**src/rtl/dual_issue_pkg.sv**
```systemverilog
package dual_issue_pkg;

  typedef enum logic [2:0] {
    BR_NONE     = 3'd0,
    BR_DIRECT   = 3'd1,
    BR_LINK     = 3'd2,
    BR_INDIRECT = 3'd3,
    BR_DATAPROC = 3'd4,
    BR_LOAD     = 3'd5
  } brClass_e;

  typedef enum logic [2:0] {
    WHY_NONE = 3'd0,
    WHY_LONE = 3'd1,
    WHY_PC   = 3'd2,
    WHY_REG  = 3'd3,
    WHY_FLAG = 3'd4
  } hazWhy_e;

  // Facts found by the operand matcher, consumed by the decision control
  typedef struct packed {
    logic pcClash;
    logic regRaw;
    logic flagRaw;
    logic oldLoadBr;
    logic youngLoadBr;
  } pairStrobes_t;

endpackage

```
**src/rtl/dual_issue_match.sv**
```systemverilog
module dual_issue_match
  import dual_issue_pkg::*;
#(
  parameter int NUM_SRC = 3,
  parameter int NUM_DST = 2,
  parameter int REG_W = 4,
  parameter int STAGE_W = 3,
  parameter int PC_IDX = 15,
  parameter int FLAG_READY_STAGE = 3,
  parameter int COND_FLAG_STAGE = 2,
  parameter int BRANCH_FLAG_STAGE = 3,
  parameter int COND_DST_STAGE = 2
) (
  input  logic [NUM_SRC-1:0]         oldSrcValid,
  input  logic [NUM_SRC*REG_W-1:0]   oldSrcReg,
  input  logic [NUM_DST-1:0]         oldDstValid,
  input  logic [NUM_DST*REG_W-1:0]   oldDstReg,
  input  logic [NUM_DST*STAGE_W-1:0] oldDstStage,
  input  logic                       oldFlagWr,
  input  logic [2:0]                 oldBrClass,
  input  logic [NUM_SRC-1:0]         youngSrcValid,
  input  logic [NUM_SRC*REG_W-1:0]   youngSrcReg,
  input  logic [NUM_SRC*STAGE_W-1:0] youngSrcStage,
  input  logic [NUM_DST-1:0]         youngDstValid,
  input  logic [NUM_DST*REG_W-1:0]   youngDstReg,
  input  logic                       youngFlagRd,
  input  logic [2:0]                 youngBrClass,
  output pairStrobes_t               strobes
);

  localparam logic [REG_W-1:0]   PcReg      = REG_W'(PC_IDX);
  localparam logic [STAGE_W-1:0] CondDstStg = STAGE_W'(COND_DST_STAGE);

  logic oldReadsPc, youngReadsPc, oldWritesPc, youngWritesPc;
  logic srcRaw, condRaw, youngCondPlain;

  // PC reads and writes on each slot
  always_comb begin
    oldReadsPc    = 1'b0;
    youngReadsPc  = 1'b0;
    oldWritesPc   = (oldBrClass != BR_NONE);
    youngWritesPc = (youngBrClass != BR_NONE);
    for (int i = 0; i < NUM_SRC; i++) begin
      if (oldSrcValid[i] && oldSrcReg[i*REG_W +: REG_W] == PcReg) oldReadsPc = 1'b1;
      if (youngSrcValid[i] && youngSrcReg[i*REG_W +: REG_W] == PcReg) youngReadsPc = 1'b1;
    end
    for (int j = 0; j < NUM_DST; j++) begin
      if (oldDstValid[j] && oldDstReg[j*REG_W +: REG_W] == PcReg) oldWritesPc = 1'b1;
      if (youngDstValid[j] && youngDstReg[j*REG_W +: REG_W] == PcReg) youngWritesPc = 1'b1;
    end
  end

  // Listed younger sources against older producers
  always_comb begin
    srcRaw = 1'b0;
    for (int i = 0; i < NUM_SRC; i++) begin
      for (int j = 0; j < NUM_DST; j++) begin
        if (youngSrcValid[i] && oldDstValid[j]
            && youngSrcReg[i*REG_W +: REG_W] != PcReg
            && youngSrcReg[i*REG_W +: REG_W] == oldDstReg[j*REG_W +: REG_W]
            && youngSrcStage[i*STAGE_W +: STAGE_W] < oldDstStage[j*STAGE_W +: STAGE_W])
          srcRaw = 1'b1;
      end
    end
  end

  // Conditional non-branch: own destinations act as extra sources
  assign youngCondPlain = youngFlagRd && (youngBrClass == BR_NONE);

  always_comb begin
    condRaw = 1'b0;
    for (int k = 0; k < NUM_DST; k++) begin
      for (int j = 0; j < NUM_DST; j++) begin
        if (youngCondPlain && youngDstValid[k] && oldDstValid[j]
            && youngDstReg[k*REG_W +: REG_W] != PcReg
            && youngDstReg[k*REG_W +: REG_W] == oldDstReg[j*REG_W +: REG_W]
            && CondDstStg < oldDstStage[j*STAGE_W +: STAGE_W])
          condRaw = 1'b1;
      end
    end
  end

  localparam int FlagNeedPlain  = COND_FLAG_STAGE;
  localparam int FlagNeedBranch = BRANCH_FLAG_STAGE;

  always_comb begin
    strobes.pcClash = (youngReadsPc && oldWritesPc) || (oldReadsPc && youngWritesPc);
    strobes.regRaw  = srcRaw || condRaw;
    strobes.flagRaw = oldFlagWr && youngFlagRd &&
                      (((youngBrClass == BR_NONE) ? FlagNeedPlain : FlagNeedBranch)
                       < FLAG_READY_STAGE);
    strobes.oldLoadBr   = (oldBrClass == BR_LOAD);
    strobes.youngLoadBr = (youngBrClass == BR_LOAD);
  end

endmodule

```
**src/rtl/dual_issue_ctrl.sv**
```systemverilog
module dual_issue_ctrl
  import dual_issue_pkg::*;
(
  input  logic         clk,
  input  logic         rst,
  input  logic         oldValid,
  input  logic         youngValid,
  input  pairStrobes_t strobes,
  output logic         dualOk,
  output logic         stallCycles,
  output logic [2:0]   hazardCode
);

  logic    nextOk, nextStall;
  hazWhy_e nextWhy;

  always_comb begin
    nextOk  = 1'b0;
    nextWhy = WHY_NONE;
    if (!(oldValid && youngValid))  nextWhy = WHY_LONE;
    else if (strobes.pcClash)       nextWhy = WHY_PC;
    else if (strobes.regRaw)        nextWhy = WHY_REG;
    else if (strobes.flagRaw)       nextWhy = WHY_FLAG;
    else                            nextOk  = 1'b1;
    nextStall = (oldValid && strobes.oldLoadBr) || (nextOk && strobes.youngLoadBr);
  end

  always_ff @(posedge clk) begin
    if (rst) begin
      dualOk      <= 1'b0;
      stallCycles <= 1'b0;
      hazardCode  <= WHY_NONE;
    end else begin
      dualOk      <= nextOk;
      stallCycles <= nextStall;
      hazardCode  <= nextWhy;
    end
  end

endmodule

```
**src/rtl/dual_issue_pairer.sv**
```systemverilog
module dual_issue_pairer
  import dual_issue_pkg::*;
#(
  parameter int NUM_SRC = 3,
  parameter int NUM_DST = 2,
  parameter int REG_W = 4,
  parameter int STAGE_W = 3,
  parameter int PC_IDX = 15,
  parameter int FLAG_READY_STAGE = 3,
  parameter int COND_FLAG_STAGE = 2,
  parameter int BRANCH_FLAG_STAGE = 3,
  parameter int COND_DST_STAGE = 2
) (
  input  logic                       clk,
  input  logic                       rst,
  input  logic                       oldValid,
  input  logic [NUM_SRC-1:0]         oldSrcValid,
  input  logic [NUM_SRC*REG_W-1:0]   oldSrcReg,
  input  logic [NUM_DST-1:0]         oldDstValid,
  input  logic [NUM_DST*REG_W-1:0]   oldDstReg,
  input  logic [NUM_DST*STAGE_W-1:0] oldDstStage,
  input  logic                       oldFlagWr,
  input  logic [2:0]                 oldBrClass,
  input  logic                       youngValid,
  input  logic [NUM_SRC-1:0]         youngSrcValid,
  input  logic [NUM_SRC*REG_W-1:0]   youngSrcReg,
  input  logic [NUM_SRC*STAGE_W-1:0] youngSrcStage,
  input  logic [NUM_DST-1:0]         youngDstValid,
  input  logic [NUM_DST*REG_W-1:0]   youngDstReg,
  input  logic                       youngFlagRd,
  input  logic [2:0]                 youngBrClass,
  output logic                       dualOk,
  output logic                       stallCycles,
  output logic [2:0]                 hazardCode
);

  pairStrobes_t strobes;

  dual_issue_match #(
    .NUM_SRC(NUM_SRC), .NUM_DST(NUM_DST), .REG_W(REG_W), .STAGE_W(STAGE_W),
    .PC_IDX(PC_IDX), .FLAG_READY_STAGE(FLAG_READY_STAGE),
    .COND_FLAG_STAGE(COND_FLAG_STAGE), .BRANCH_FLAG_STAGE(BRANCH_FLAG_STAGE),
    .COND_DST_STAGE(COND_DST_STAGE)
  ) uMatch (
    .oldSrcValid(oldSrcValid), .oldSrcReg(oldSrcReg),
    .oldDstValid(oldDstValid), .oldDstReg(oldDstReg), .oldDstStage(oldDstStage),
    .oldFlagWr(oldFlagWr), .oldBrClass(oldBrClass),
    .youngSrcValid(youngSrcValid), .youngSrcReg(youngSrcReg), .youngSrcStage(youngSrcStage),
    .youngDstValid(youngDstValid), .youngDstReg(youngDstReg),
    .youngFlagRd(youngFlagRd), .youngBrClass(youngBrClass),
    .strobes(strobes)
  );

  dual_issue_ctrl uCtrl (
    .clk(clk), .rst(rst), .oldValid(oldValid), .youngValid(youngValid),
    .strobes(strobes), .dualOk(dualOk), .stallCycles(stallCycles),
    .hazardCode(hazardCode)
  );

endmodule

```
**config.mk**
```make
export PLATFORM = sky130hd
export DESIGN_NAME = dual_issue_pairer
export DESIGN_NICKNAME = d
export VERILOG_FILES = /design/src/rtl/dual_issue_pkg.sv /design/src/rtl/dual_issue_match.sv /design/src/rtl/dual_issue_ctrl.sv /design/src/rtl/dual_issue_pairer.sv
export SDC_FILE = /design/constraint.sdc
export NUM_CORES = 1
export LEC_CHECK = 0
export BUFFER_PORTS_ARGS = -buffer_cell sky130_fd_sc_hd__clkbuf_2
export CAP_MARGIN = 5
export CORE_ASPECT_RATIO = 1.75
export CORE_MARGIN = 3
export CORE_UTILIZATION = 43
export DETAILED_ROUTE_END_ITERATION = 6
export PLACE_DENSITY = 0.81
export SKIP_CTS_REPAIR_TIMING = 1
export SLEW_MARGIN = 15
export SYNTH_ARGS = -nofsm -noshare
export SYNTH_HDL_FRONTEND = slang
export SYNTH_SLANG_ARGS = --single-unit
```
**constraint.sdc**
```tcl
create_clock -name clk -period 1.73 [get_ports clk]
set_input_delay 0.173 -clock clk [delete_from_list [all_inputs] [get_ports clk]]
set_output_delay 0.173 -clock clk [all_outputs]
set_load 0.02 [all_outputs]
```
==> flow_summary.toml <==
[synthesis]
synth_top_cell_by_area = "xor2_1"
synth_top_area_share_pct = 18.0
synth_xor_area_share_pct = 27.7
syn_inst = 161
avgSynthCellArea_um2 = 7.85
synth-simple-area-share_pct = 27.7
yosysSeqAreaShare_pct = 7.92
synthAdderAreaFrac_pct = 11.9
synthFlopType = "dfxtp_1"
syn-num-nets = 250
synth_mux_area_share_pct = 0
synth_most_common_cell = "xor2_1"
postSynth.asyncResetShare_pct = 0
synth.ff_latch_count = 5
synth_compound_area_share_pct = 15.9
synth_edf_count = 0
synth_top_family_by_area = "simple AND/OR/NAND/NOR gates"
ys_types = 36
synthTopCellsByCount = "26 x xor2_1, 14 x xnor2_1, 12 x ha_1"
netlist_area_mm2 = 0.00126
ys_warn_count = 0
ys_top_cells_by_area = "xor2_1 18%, ha_1 12%, xnor2_1 9.7%"

[setup_path]
cp.arrival_ns = 1.57
crit_chain = "clkbuf_2, nor4b_4, nand3_2, nor4_1, nand3_1, and4_4, a311oi_2"
cp-end-kind = "flop"
critPathTopFamily = "simple AND/OR/NAND/NOR gates"
worst-setup-path-type = "in2reg"
cp_data_required_time_ns = 1.85
crit_path_max_incr_delay_ns = 0.31
critPathSlowestCell = "nor4b_4"
cp-start-kind = "input port"
crit_buf_inv = 1
cp_max_fo = 3

[routing]
postRouteAntennaNets = 0
firstDrtPassIters = 4
routed_via_density = 5.44
routedWlPerCell_um = 14.2
drt_first_iter_violations = 34
vias = 1463
drcViolationCount = 0
drt-met1-wl_um = 1330
wl_met2_um = 2150
wl_um = 3820
wl_met3_um = 302
topRoutingLayerUsed = "met4"

[clock_network]
cts_buffer_depth = 2
cts.sinks = 5
cts_tree = "built"
htreeDepth = 1
cts_root_buf = "clkbuf_8"
clk_pin_slew_ns = 0.03
numCtsBuffers = 3

[power_and_ir_drop]
vdd_ir_drop_max_uv = 522
p_leak_nw = 0.855
p_per_area_mw_per_mm2 = 390
power.total_uw = 666

[grt]
grt_first_pass_wirelength_um = 5950
track_usage_pct = 21.4
gr-total-overflow = 0
antenna_found_initial = 0
grt_max_degree = 7
first_global_vias = 1440

[die]
coreArea_mm2 = 0.00275
start_util_pct = 45.9
rows = 25
die_area_mm2 = 0.00365
ios = 82
die_y_um = 77.7
die_w_um = 47.0

[sta]
drv_slew = 0
period_share_pct = 83.7
setup_viol = 0
max_freq_ghz = 0.691
rsz0062_at_grt = "false"
hold_viol = 0
fin_tns_setup_ns = 0
max_slew_margin_pct = 77.2
worst_pin_slew_ns = 0.334
fin_crit_ns = 1.45

[run]
cap_violations = 0

[cells_and_area]
syn_to_final_growth_pct = 35.1
ff_latch_area_um2 = 100
multi_input_area_mm2 = 0.00105
diodes = 0
fillers = 274
drive_gt1_share_pct = 38.8
fin_nets = 332

[placed_design]
dpl.hpwl_um = 3380
place_congestion = 0.870
port_buffers = 81

[worst_hold_path]
hold_path_class = "in2reg"

[status]
outcome = "completed"
[layout by cell type (no fill, tap or decap), types with 3 or more instances in the layout]
cell type	instances
a21oi_1	4
nand4_1	8
clkbuf_2	81
a21boi_0	6
nor4b_1	6
o21ai_0	8
xnor2_1	14
inv_1	11
nand2_1	9
nand3_1	9
clkbuf_8	3
xor2_1	26
buf_4	4
nor3_1	7
ha_1	12
nor2_1	3
dfxtp_1	5
and4_1	3
[cells by family after synthesis]
| group | after synthesis |
|---|---|
| and+or+nand+nor | 55 |
| xor gates and xnor gates | 40 |
| AOI/OAI and AO/OA | 30 |
| buffers and inverters | 19 |
| adders and majority gates | 12 |
| DFF | 5 |
[layout make-up]
type                    instances  share of cell area [%]
repair buffers                 85                    25.5
well taps                      27                    1.98
inverters                      11                    2.42
flip-flops and latches          5                    5.86
clock buffers                   4                    2.64
multi-input cells             137                    61.6
[state kept, by name, indices dropped and copies added, names as in the netlist]
name / flops
uCtrl.dualOk: 1
uCtrl.stallCycles: 1
uCtrl.hazardCode: 3
[metal layers]
layer  GRT usage, %  vias to the layer above
li1               -                      746
met3           3.48                        4
met5              0                        -
met1           23.0                      647
met2           41.7                       66
met4           1.66                        0
[through the flow]
step           utilization (%)  hold slack [ns]  instance area, µm²  instances  setup WS [ns]
2_1_floorplan                -            0.241                1260        161          0.268
3_3_place_gp              60.4            0.377                1660        265         0.0750
3_5_place_dp              60.4            0.376                1660        265         0.0576
4_1_cts                   62.0            0.151                1710        269          0.279
5_1_grt                   62.0            0.155                1710        269          0.146
6_report                  62.0            0.159                1710        269          0.283
[report_power, final]
part           internal (mW)  total, mW  switching, mW  leakage [nW]
sequential             0.120      0.121       0.000890        0.0408
clock                  0.158      0.209         0.0513        0.0228
combinational          0.164      0.336          0.171         0.791
[path summary, 6_finish.rpt]
kind	start	to	slack, ns	cells after the start
max	youngBrClass[2]	uCtrl.hazardCode[1]	0.28	7
min	oldFlagWr	uCtrl.dualOk	0.16	2
No activity file was read; power rests on OpenSTA's default activity.
